--- src/rtl/expr_pkg.sv ---
package expr_pkg;
    localparam int OPND_W = 5;
    localparam int MAG_IN_W = OPND_W - 1;
    localparam int ACC_W = 18;
    localparam int RES_MAG_W = 16;
    localparam int RES_W = RES_MAG_W + 1;

    typedef enum logic [2:0] {
        TK_NUM   = 3'd0,
        TK_ADD   = 3'd1,
        TK_SUB   = 3'd2,
        TK_AND   = 3'd3,
        TK_OR    = 3'd4,
        TK_OPEN  = 3'd5,
        TK_CLOSE = 3'd6,
        TK_END   = 3'd7
    } tok_e;

    typedef enum logic [1:0] {
        OP_ADD = 2'd0,
        OP_SUB = 2'd1,
        OP_AND = 2'd2,
        OP_OR  = 2'd3
    } op_e;

    typedef struct packed {
        logic [ACC_W-1:0] acc;
        op_e              op;
    } frame_t;

    function automatic logic [ACC_W-1:0] opnd_to_acc(input logic [OPND_W-1:0] v);
        logic [ACC_W-1:0] m;
        m = {{(ACC_W-MAG_IN_W){1'b0}}, v[MAG_IN_W-1:0]};
        return v[OPND_W-1] ? (~m + 1'b1) : m;
    endfunction
endpackage

--- src/rtl/expr_alu.sv ---
module expr_alu
    import expr_pkg::*;
(
    input  logic [ACC_W-1:0] a,
    input  logic [ACC_W-1:0] b,
    input  op_e              op,
    output logic [ACC_W-1:0] y
);
    always_comb begin
        unique case (op)
            OP_ADD:  y = a + b;
            OP_SUB:  y = a - b;
            OP_AND:  y = a & b;
            default: y = a | b;
        endcase
    end
endmodule

--- src/rtl/expr_stack.sv ---
module expr_stack
    import expr_pkg::*;
#(
    parameter int DEPTH = 8
) (
    input  logic   clk,
    input  logic   rst_n,
    input  logic   flush,
    input  logic   push,
    input  logic   pop,
    input  frame_t din,
    output frame_t top,
    output logic   empty,
    output logic   full
);
    localparam int CW = $clog2(DEPTH + 1);
    localparam int IW = (DEPTH > 1) ? $clog2(DEPTH) : 1;

    frame_t          mem [DEPTH];
    logic   [CW-1:0] cnt_d, cnt_q;
    logic   [IW-1:0] wr_idx, rd_idx;

    assign empty  = (cnt_q == '0);
    assign full   = (cnt_q == CW'(DEPTH));
    assign wr_idx = IW'(cnt_q);
    assign rd_idx = IW'(cnt_q - 1'b1);
    assign top    = empty ? '0 : mem[rd_idx];

    always_comb begin
        cnt_d = cnt_q;
        if (flush)                  cnt_d = '0;
        else if (push && !full)     cnt_d = cnt_q + 1'b1;
        else if (pop && !empty)     cnt_d = cnt_q - 1'b1;
    end

    always_ff @(posedge clk or negedge rst_n) begin
        if (!rst_n) cnt_q <= '0;
        else        cnt_q <= cnt_d;
    end

    always_ff @(posedge clk) begin
        if (!flush && push && !full) mem[wr_idx] <= din;
    end


    no_push_full_chk: assert property (@(posedge clk) disable iff (!rst_n)
        !(push && full && !flush));

    no_pop_empty_chk: assert property (@(posedge clk) disable iff (!rst_n)
        !(pop && empty && !flush));
endmodule

--- src/rtl/expr_fmt.sv ---
module expr_fmt
    import expr_pkg::*;
(
    input  logic [ACC_W-1:0]     val,
    output logic [RES_W-1:0]     res,
    output logic                 ovf
);
    logic [ACC_W-1:0] mag;
    logic             neg;

    always_comb begin
        neg = val[ACC_W-1];
        mag = neg ? (~val + 1'b1) : val;
        ovf = |mag[ACC_W-1:RES_MAG_W];
        res = {neg, mag[RES_MAG_W-1:0]};
    end
endmodule

--- src/rtl/expr_eval.sv ---
module expr_eval
    import expr_pkg::*;
#(
    parameter int NEST_DEPTH = 8
) (
    input  logic             clk,
    input  logic             rst_n,
    input  logic             clr,
    input  logic             tok_valid,
    input  logic [2:0]       tok_type,
    input  logic [4:0]       tok_value,
    output logic             tok_ready,
    output logic             res_valid,
    output logic [16:0]      res_value,
    output logic             res_ovf,
    output logic             syn_err
);
    typedef struct packed {
        logic [ACC_W-1:0] acc;
        op_e              op;
        logic             want_opnd;
        logic             err;
        logic             done;
        logic             ovf;
        logic [RES_W-1:0] res;
    } st_t;

    localparam st_t ST_IDLE = '{acc: '0, op: OP_ADD, want_opnd: 1'b1,
                                err: 1'b0, done: 1'b0, ovf: 1'b0, res: '0};

    st_t              st_d, st_q;
    logic             take;
    tok_e             tk;
    logic             push, pop, stk_empty, stk_full;
    frame_t           stk_top, stk_din;
    logic [ACC_W-1:0] alu_a, alu_b, alu_y;
    op_e              alu_op;
    logic [RES_W-1:0] fmt_res;
    logic             fmt_ovf;

    assign tok_ready = !st_q.err;
    assign take      = tok_valid && tok_ready;
    assign tk        = tok_e'(tok_type);
    assign stk_din   = '{acc: st_q.acc, op: st_q.op};

    expr_stack #(.DEPTH(NEST_DEPTH)) u_stack (
        .clk   (clk),
        .rst_n (rst_n),
        .flush (clr),
        .push  (push),
        .pop   (pop),
        .din   (stk_din),
        .top   (stk_top),
        .empty (stk_empty),
        .full  (stk_full)
    );

    always_comb begin
        if (tk == TK_CLOSE) begin
            alu_a  = stk_top.acc;
            alu_op = stk_top.op;
            alu_b  = st_q.acc;
        end else begin
            alu_a  = st_q.acc;
            alu_op = st_q.op;
            alu_b  = opnd_to_acc(tok_value);
        end
    end

    expr_alu u_alu (.a(alu_a), .b(alu_b), .op(alu_op), .y(alu_y));

    expr_fmt u_fmt (.val(st_q.acc), .res(fmt_res), .ovf(fmt_ovf));

    always_comb begin
        st_d      = st_q;
        st_d.done = 1'b0;
        st_d.ovf  = 1'b0;
        push      = 1'b0;
        pop       = 1'b0;
        if (clr) begin
            st_d = ST_IDLE;
        end else if (take) begin
            unique case (tk)
                TK_NUM: begin
                    if (st_q.want_opnd) begin
                        st_d.acc       = alu_y;
                        st_d.want_opnd = 1'b0;
                    end else begin
                        st_d.err = 1'b1;
                    end
                end
                TK_ADD, TK_SUB, TK_AND, TK_OR: begin
                    if (!st_q.want_opnd) begin
                        st_d.op        = op_e'(tok_type - 3'd1);
                        st_d.want_opnd = 1'b1;
                    end else begin
                        st_d.err = 1'b1;
                    end
                end
                TK_OPEN: begin
                    if (st_q.want_opnd && !stk_full) begin
                        push     = 1'b1;
                        st_d.acc = '0;
                        st_d.op  = OP_ADD;
                    end else begin
                        st_d.err = 1'b1;
                    end
                end
                TK_CLOSE: begin
                    if (!st_q.want_opnd && !stk_empty) begin
                        pop      = 1'b1;
                        st_d.acc = alu_y;
                    end else begin
                        st_d.err = 1'b1;
                    end
                end
                default: begin
                    if (!st_q.want_opnd && stk_empty) begin
                        st_d.done      = 1'b1;
                        st_d.res       = fmt_res;
                        st_d.ovf       = fmt_ovf;
                        st_d.acc       = '0;
                        st_d.op        = OP_ADD;
                        st_d.want_opnd = 1'b1;
                    end else begin
                        st_d.err = 1'b1;
                    end
                end
            endcase
        end
    end

    always_ff @(posedge clk or negedge rst_n) begin
        if (!rst_n) st_q <= ST_IDLE;
        else        st_q <= st_d;
    end

    assign res_valid = st_q.done;
    assign res_value = st_q.res;
    assign res_ovf   = st_q.ovf;
    assign syn_err   = st_q.err;


    done_pulse_chk: assert property (@(posedge clk) disable iff (!rst_n)
        res_valid |=> !res_valid);

    ovf_with_done_chk: assert property (@(posedge clk) disable iff (!rst_n)
        res_ovf |-> res_valid);

    no_result_on_err_chk: assert property (@(posedge clk) disable iff (!rst_n)
        res_valid |-> !syn_err);

    err_sticky_chk: assert property (@(posedge clk) disable iff (!rst_n)
        (syn_err && !clr) |=> syn_err);

    err_holds_result_chk: assert property (@(posedge clk) disable iff (!rst_n)
        (syn_err && !clr) |=> $stable(res_value));
endmodule

--- config.mk ---
export PLATFORM = sky130hd
export DESIGN_NAME = expr_eval
export DESIGN_NICKNAME = d
export VERILOG_FILES = /design/src/rtl/expr_pkg.sv /design/src/rtl/expr_alu.sv /design/src/rtl/expr_stack.sv /design/src/rtl/expr_fmt.sv /design/src/rtl/expr_eval.sv
export SDC_FILE = /design/constraint.sdc
export NUM_CORES = 1
export LEC_CHECK = 0
export ABC_AREA = 1
export ABC_CLOCK_PERIOD_IN_PS = 7500
export BUFFER_PORTS_ARGS = -buffer_cell sky130_fd_sc_hd__buf_2
export CELL_PAD_IN_SITES_DETAIL_PLACEMENT = 0
export CELL_PAD_IN_SITES_GLOBAL_PLACEMENT = 1
export CORE_MARGIN = 5
export CORE_UTILIZATION = 50
export CTS_BUF_LIST = sky130_fd_sc_hd__clkbuf_8
export DETAILED_ROUTE_END_ITERATION = 16
export PLACE_DENSITY_LB_ADDON = 0.1
export RECOVER_POWER = 25
export SETUP_SLACK_MARGIN = 0.05
export SLEW_MARGIN = 20
export SYNTH_ARGS = -nofsm -noshare
export SYNTH_HDL_FRONTEND = slang
export SYNTH_HIERARCHICAL = 1
export SYNTH_SLANG_ARGS = --single-unit
--- constraint.sdc ---
create_clock -name clk -period 7.5 [get_ports clk]
set_clock_uncertainty 0.2 [all_clocks]
set_input_delay 0 -clock clk [delete_from_list [all_inputs] [get_ports clk]]
set_output_delay 0 -clock clk [all_outputs]
set_load 0.02 [all_outputs]
==> reports/results.tsv <==
metric	value	unit
Final Power	0.00353	W
adder-cell area share of the yosys netlist	3.26	%
reg-to-reg slack, setup	1.66	ns
syn_nets	1408	
First-pass DRT Iterations	7	
total negative slack	0	ns
startpoint types	flip-flop	
post-cts sizing count	0	
Max FO, Critical Path	29	
I/O Pins	33	
# DRC	0	
total gr overflow	0	
H-tree depth	2	
CP Capture Type	flip-flop	
CP endpoint	st_q[32]	
number of flops mapped to enable cells by yosys	160	
via count	9407	
pin count of the biggest net entering global routing	88	
Async SR Flop Fraction	22.0	%
Die Wd	163	um
Slew headroom	30.0	%
Tcrit/Tclk final	77.8	%
Layout Cells excl Fill	1736	
Most Frequent Cell on Critical Path	nand2_1	
first-pass GRT wire length	49000	um
crit-path max cell delay	0.87	ns
Final Wtd Congestion	0.898	
minimum clock period	5.84	ns
post-synthesis sequential area ratio	50.6	%
Hold Path Class	input pin to flip-flop	
buffers plus inverters on the worst setup path	4	
RSZ-0062 raised after global routing	false	
Detailed Route WL	30800	um
Chip Height	163	um
Yosys reg bits	205	
Compound-Gate Fraction of Synth Area	11.6	%
Netlist cell types	46	
Synth Area per Inst	8.59	sq um
setup repair bufs after CTS	0	
Area Overhead vs Synth	9.08	%
GRT Total Usage	23.3	%
vias per inst	5.42	
hold_buf cts	17	
outcome	finished clean	
CP startpoint	u_stack/cnt_q[1]	
Worst path depth	25	
Clock transition at path regs	0.06	ns
Max-Cap Viols	0	
Yosys Warn Count	6	
Setup Viol. Count Final	0	
DRT iter0 DRCs	832	
Post-DP HPWL	20000	um
Mapped Cells	1366	
WL/cell	17.8	um
vias in the first global route	8991	
Peak VDD IR	197	uV
mapped cell area	11700	sq um
Placed Cells	1657	
largest area contributor in the netlist	edfxtp_1	
multiplexer share of the synthesized area	0	%
slowest library cell on the worst path	ha_1	
Worst Tran Pin Value	1.05	ns
CTS buffer count	35	
largest family of logic cells by synthesized area	simple AND/OR/NAND/NOR gates	
R2R Path End	st_q[32]	
crit path kind	flip-flop to flip-flop	
Clock Root Buffer	clkbuf_8	
max-slew violations	0	
site row count	56	
Design Area, Final	12800	sq um
WP data required	7.68	ns
Clock Latency Late Sink	0.51	ns
Clock Tree Buf Depth	3	
Nets	1434	
Fillers	2217	
largest cells by area after synthesis	edfxtp_1 (41%), dfrtp_1 (9.4%), nand2_1 (9.3%), nor2_1 (7.2%), o21ai_0 (5.5%)	
diodes inserted	0	
Lkg Pwr	5.54	nW
Cell Area, Placed	12000	sq um
final hold vios	0	
IO Port Bufs	32	
CTS tree	yes	
xor and xnor area share after synthesis	2.08	%
Initial Util	50.4	%
dominant synthesized flop cell	edfxtp_1	
Post-DRT Antenna Nets	0	
power per cell area	276	nW/um^2
simple-gate share of the synthesized area	25.0	%
initial antenna violation count	0	
# clock sinks	205	
Top delay family on crit path	simple AND/OR/NAND/NOR gates	
Register-to-Register Path Depth	25	
Synth top area share	41.0	%
CP arrival	6.02	ns
proportion of layout cells with a drive suffix above 1	11.4	%
f_max	171	MHz
CORE AREA	23300	sq um
die area	26600	sq um
final core occ	55.0	%
r2r startpoint	u_stack/cnt_q[1]	
==> where the power goes <==
part / total [W] / internal (W) / switching, W
Sequential: 0.00130 / 0.00125 / 0.0000485
Clock: 0.000970 / 0.000527 / 0.000443
Combinational: 0.00126 / 0.000395 / 0.000864
==> registers in the layout (all words and copies together) (netlist names) <==
signal and cells:
syn_err 1, st_q 21, u_stack/cnt_q 4, u_stack/mem 160, res_value 17, res_valid 1, res_ovf 1
==> cells in the final DEF (no fill, tap or decap), drive strengths merged <==
master / netlist / routed
o31ai: 1 / 1
nand4: 5 / 5
ha: 29 / 29
buf: 60 / 47
bufinv: 0 / 2
or2: 3 / 3
clkinvlp: 0 / 1
o21ai: 159 / 159
dlygate4sd3: 0 / 17
a31oi: 8 / 8
a21o: 1 / 1
nand3: 99 / 99
o21bai: 1 / 1
nand3b: 9 / 9
and2: 3 / 3
o22ai: 20 / 20
fa: 1 / 1
inv: 105 / 116
clkinv: 0 / 11
nor2: 247 / 247
clkbuf: 15 / 37
a21oi: 27 / 27
xnor2: 10 / 10
nand2: 302 / 302
o21a: 1 / 1
dfrtp: 44 / 44
nor4: 4 / 4
nor3: 10 / 10
o211ai: 24 / 24
dfstp: 1 / 1
edfxtp: 160 / 160
xor2: 17 / 17
==> layout make-up <==
| type | instances | area (sq um) | area share [%] |
|---|---|---|---|
| clock buffer | 37 | 509 | 3.98 |
| tap | 319 | 399 | 3.12 |
| clock inverter | 25 | 160 | 1.25 |
| inverter | 105 | 394 | 3.08 |
| multi-input combinational | 981 | 4950 | 38.7 |
| timing repair buffer | 64 | 443 | 3.46 |
| sequential | 205 | 5930 | 46.4 |
==> layer usage <==
layer | global-route usage, % | routed length, um
met1 | 32.7 | 13800
met2 | 38.5 | 14800
met3 | 3.28 | 1770
met4 | 5.87 | 507
met5 | 0 | 0
==> worst min path at each step <==
stage                 startpoint             to  slack [ns]  cells after the start
floorplan                  rst_n        res_ovf       -0.50                      0
global placement           rst_n  res_value[13]       -0.04                      2
detailed placement         rst_n  res_value[15]       -0.03                      2
CTS                 tok_value[2]       st_q[25]        0.17                      9
global route        tok_value[2]       st_q[25]        0.22                      9
finish              tok_value[2]       st_q[25]        0.16                      9
==> per-stage QoR <==
stage	setup slack, ns	hold slack [ns]
5_1_grt	1.10	0.225
6_report	1.66	0.158
3_3_place_gp	1.83	-0.0444
4_1_cts	1.69	0.172
3_5_place_dp	1.73	-0.0346
2_1_floorplan	3.21	-0.496
==> Yosys cell counts, types with 9 or more instances <==
| cell type | instances |
|---|---|
| nand2_1 | 290 |
| nor2_1 | 225 |
| edfxtp_1 | 160 |
| o21ai_0 | 129 |
| nand3_1 | 95 |
| inv_1 | 92 |
| dfrtp_1 | 44 |
| ha_1 | 29 |
| buf_4 | 27 |
| o21ai_1 | 27 |
| a21oi_1 | 26 |
| o211ai_1 | 23 |
| buf_2 | 20 |
| o22ai_1 | 20 |
| nor2_2 | 18 |
| xor2_1 | 16 |
| clkbuf_1 | 15 |
| inv_2 | 13 |
| buf_6 | 11 |
| nand2_2 | 10 |
| nor3_1 | 10 |
| xnor2_1 | 10 |
| nand3b_1 | 9 |
==> cell families (layout without fill, tap and decap cells) <==
| group | Yosys count | after routing |
|---|---|---|
| adder cells (fa/ha/maj) | 30 | 30 |
| buffers and inverters | 180 | 231 |
| XOR/XNOR | 27 | 27 |
| AND/OR/NAND/NOR | 682 | 682 |
| AO/OA/AOI/OAI | 242 | 242 |
| flip-flops | 205 | 205 |
==> worst register-to-register path, stage by stage, from the launching register on <==
cell     delay [ns]
dfrtp_1        0.45
inv_1          0.13
ha_1           0.87
o21ai_0        0.23
o22ai_1        0.21
nor2_1         0.06
nor2_1         0.13
nand2_1        0.06
nand2_1        0.41
inv_2          0.25
nand2_1        0.41
inv_1          0.24
a21oi_1        0.20
xnor2_1        0.08
ha_1           0.39
nand2_1        0.14
nor2_1         0.32
nand3_1        0.15
nand3_1        0.23
a21oi_1        0.09
o21ai_0        0.13
nand3_1        0.11
inv_1          0.08
nor2_2         0.04
nand3_1        0.07
nand2_1        0.05
Power figures use the tool's default switching activity.
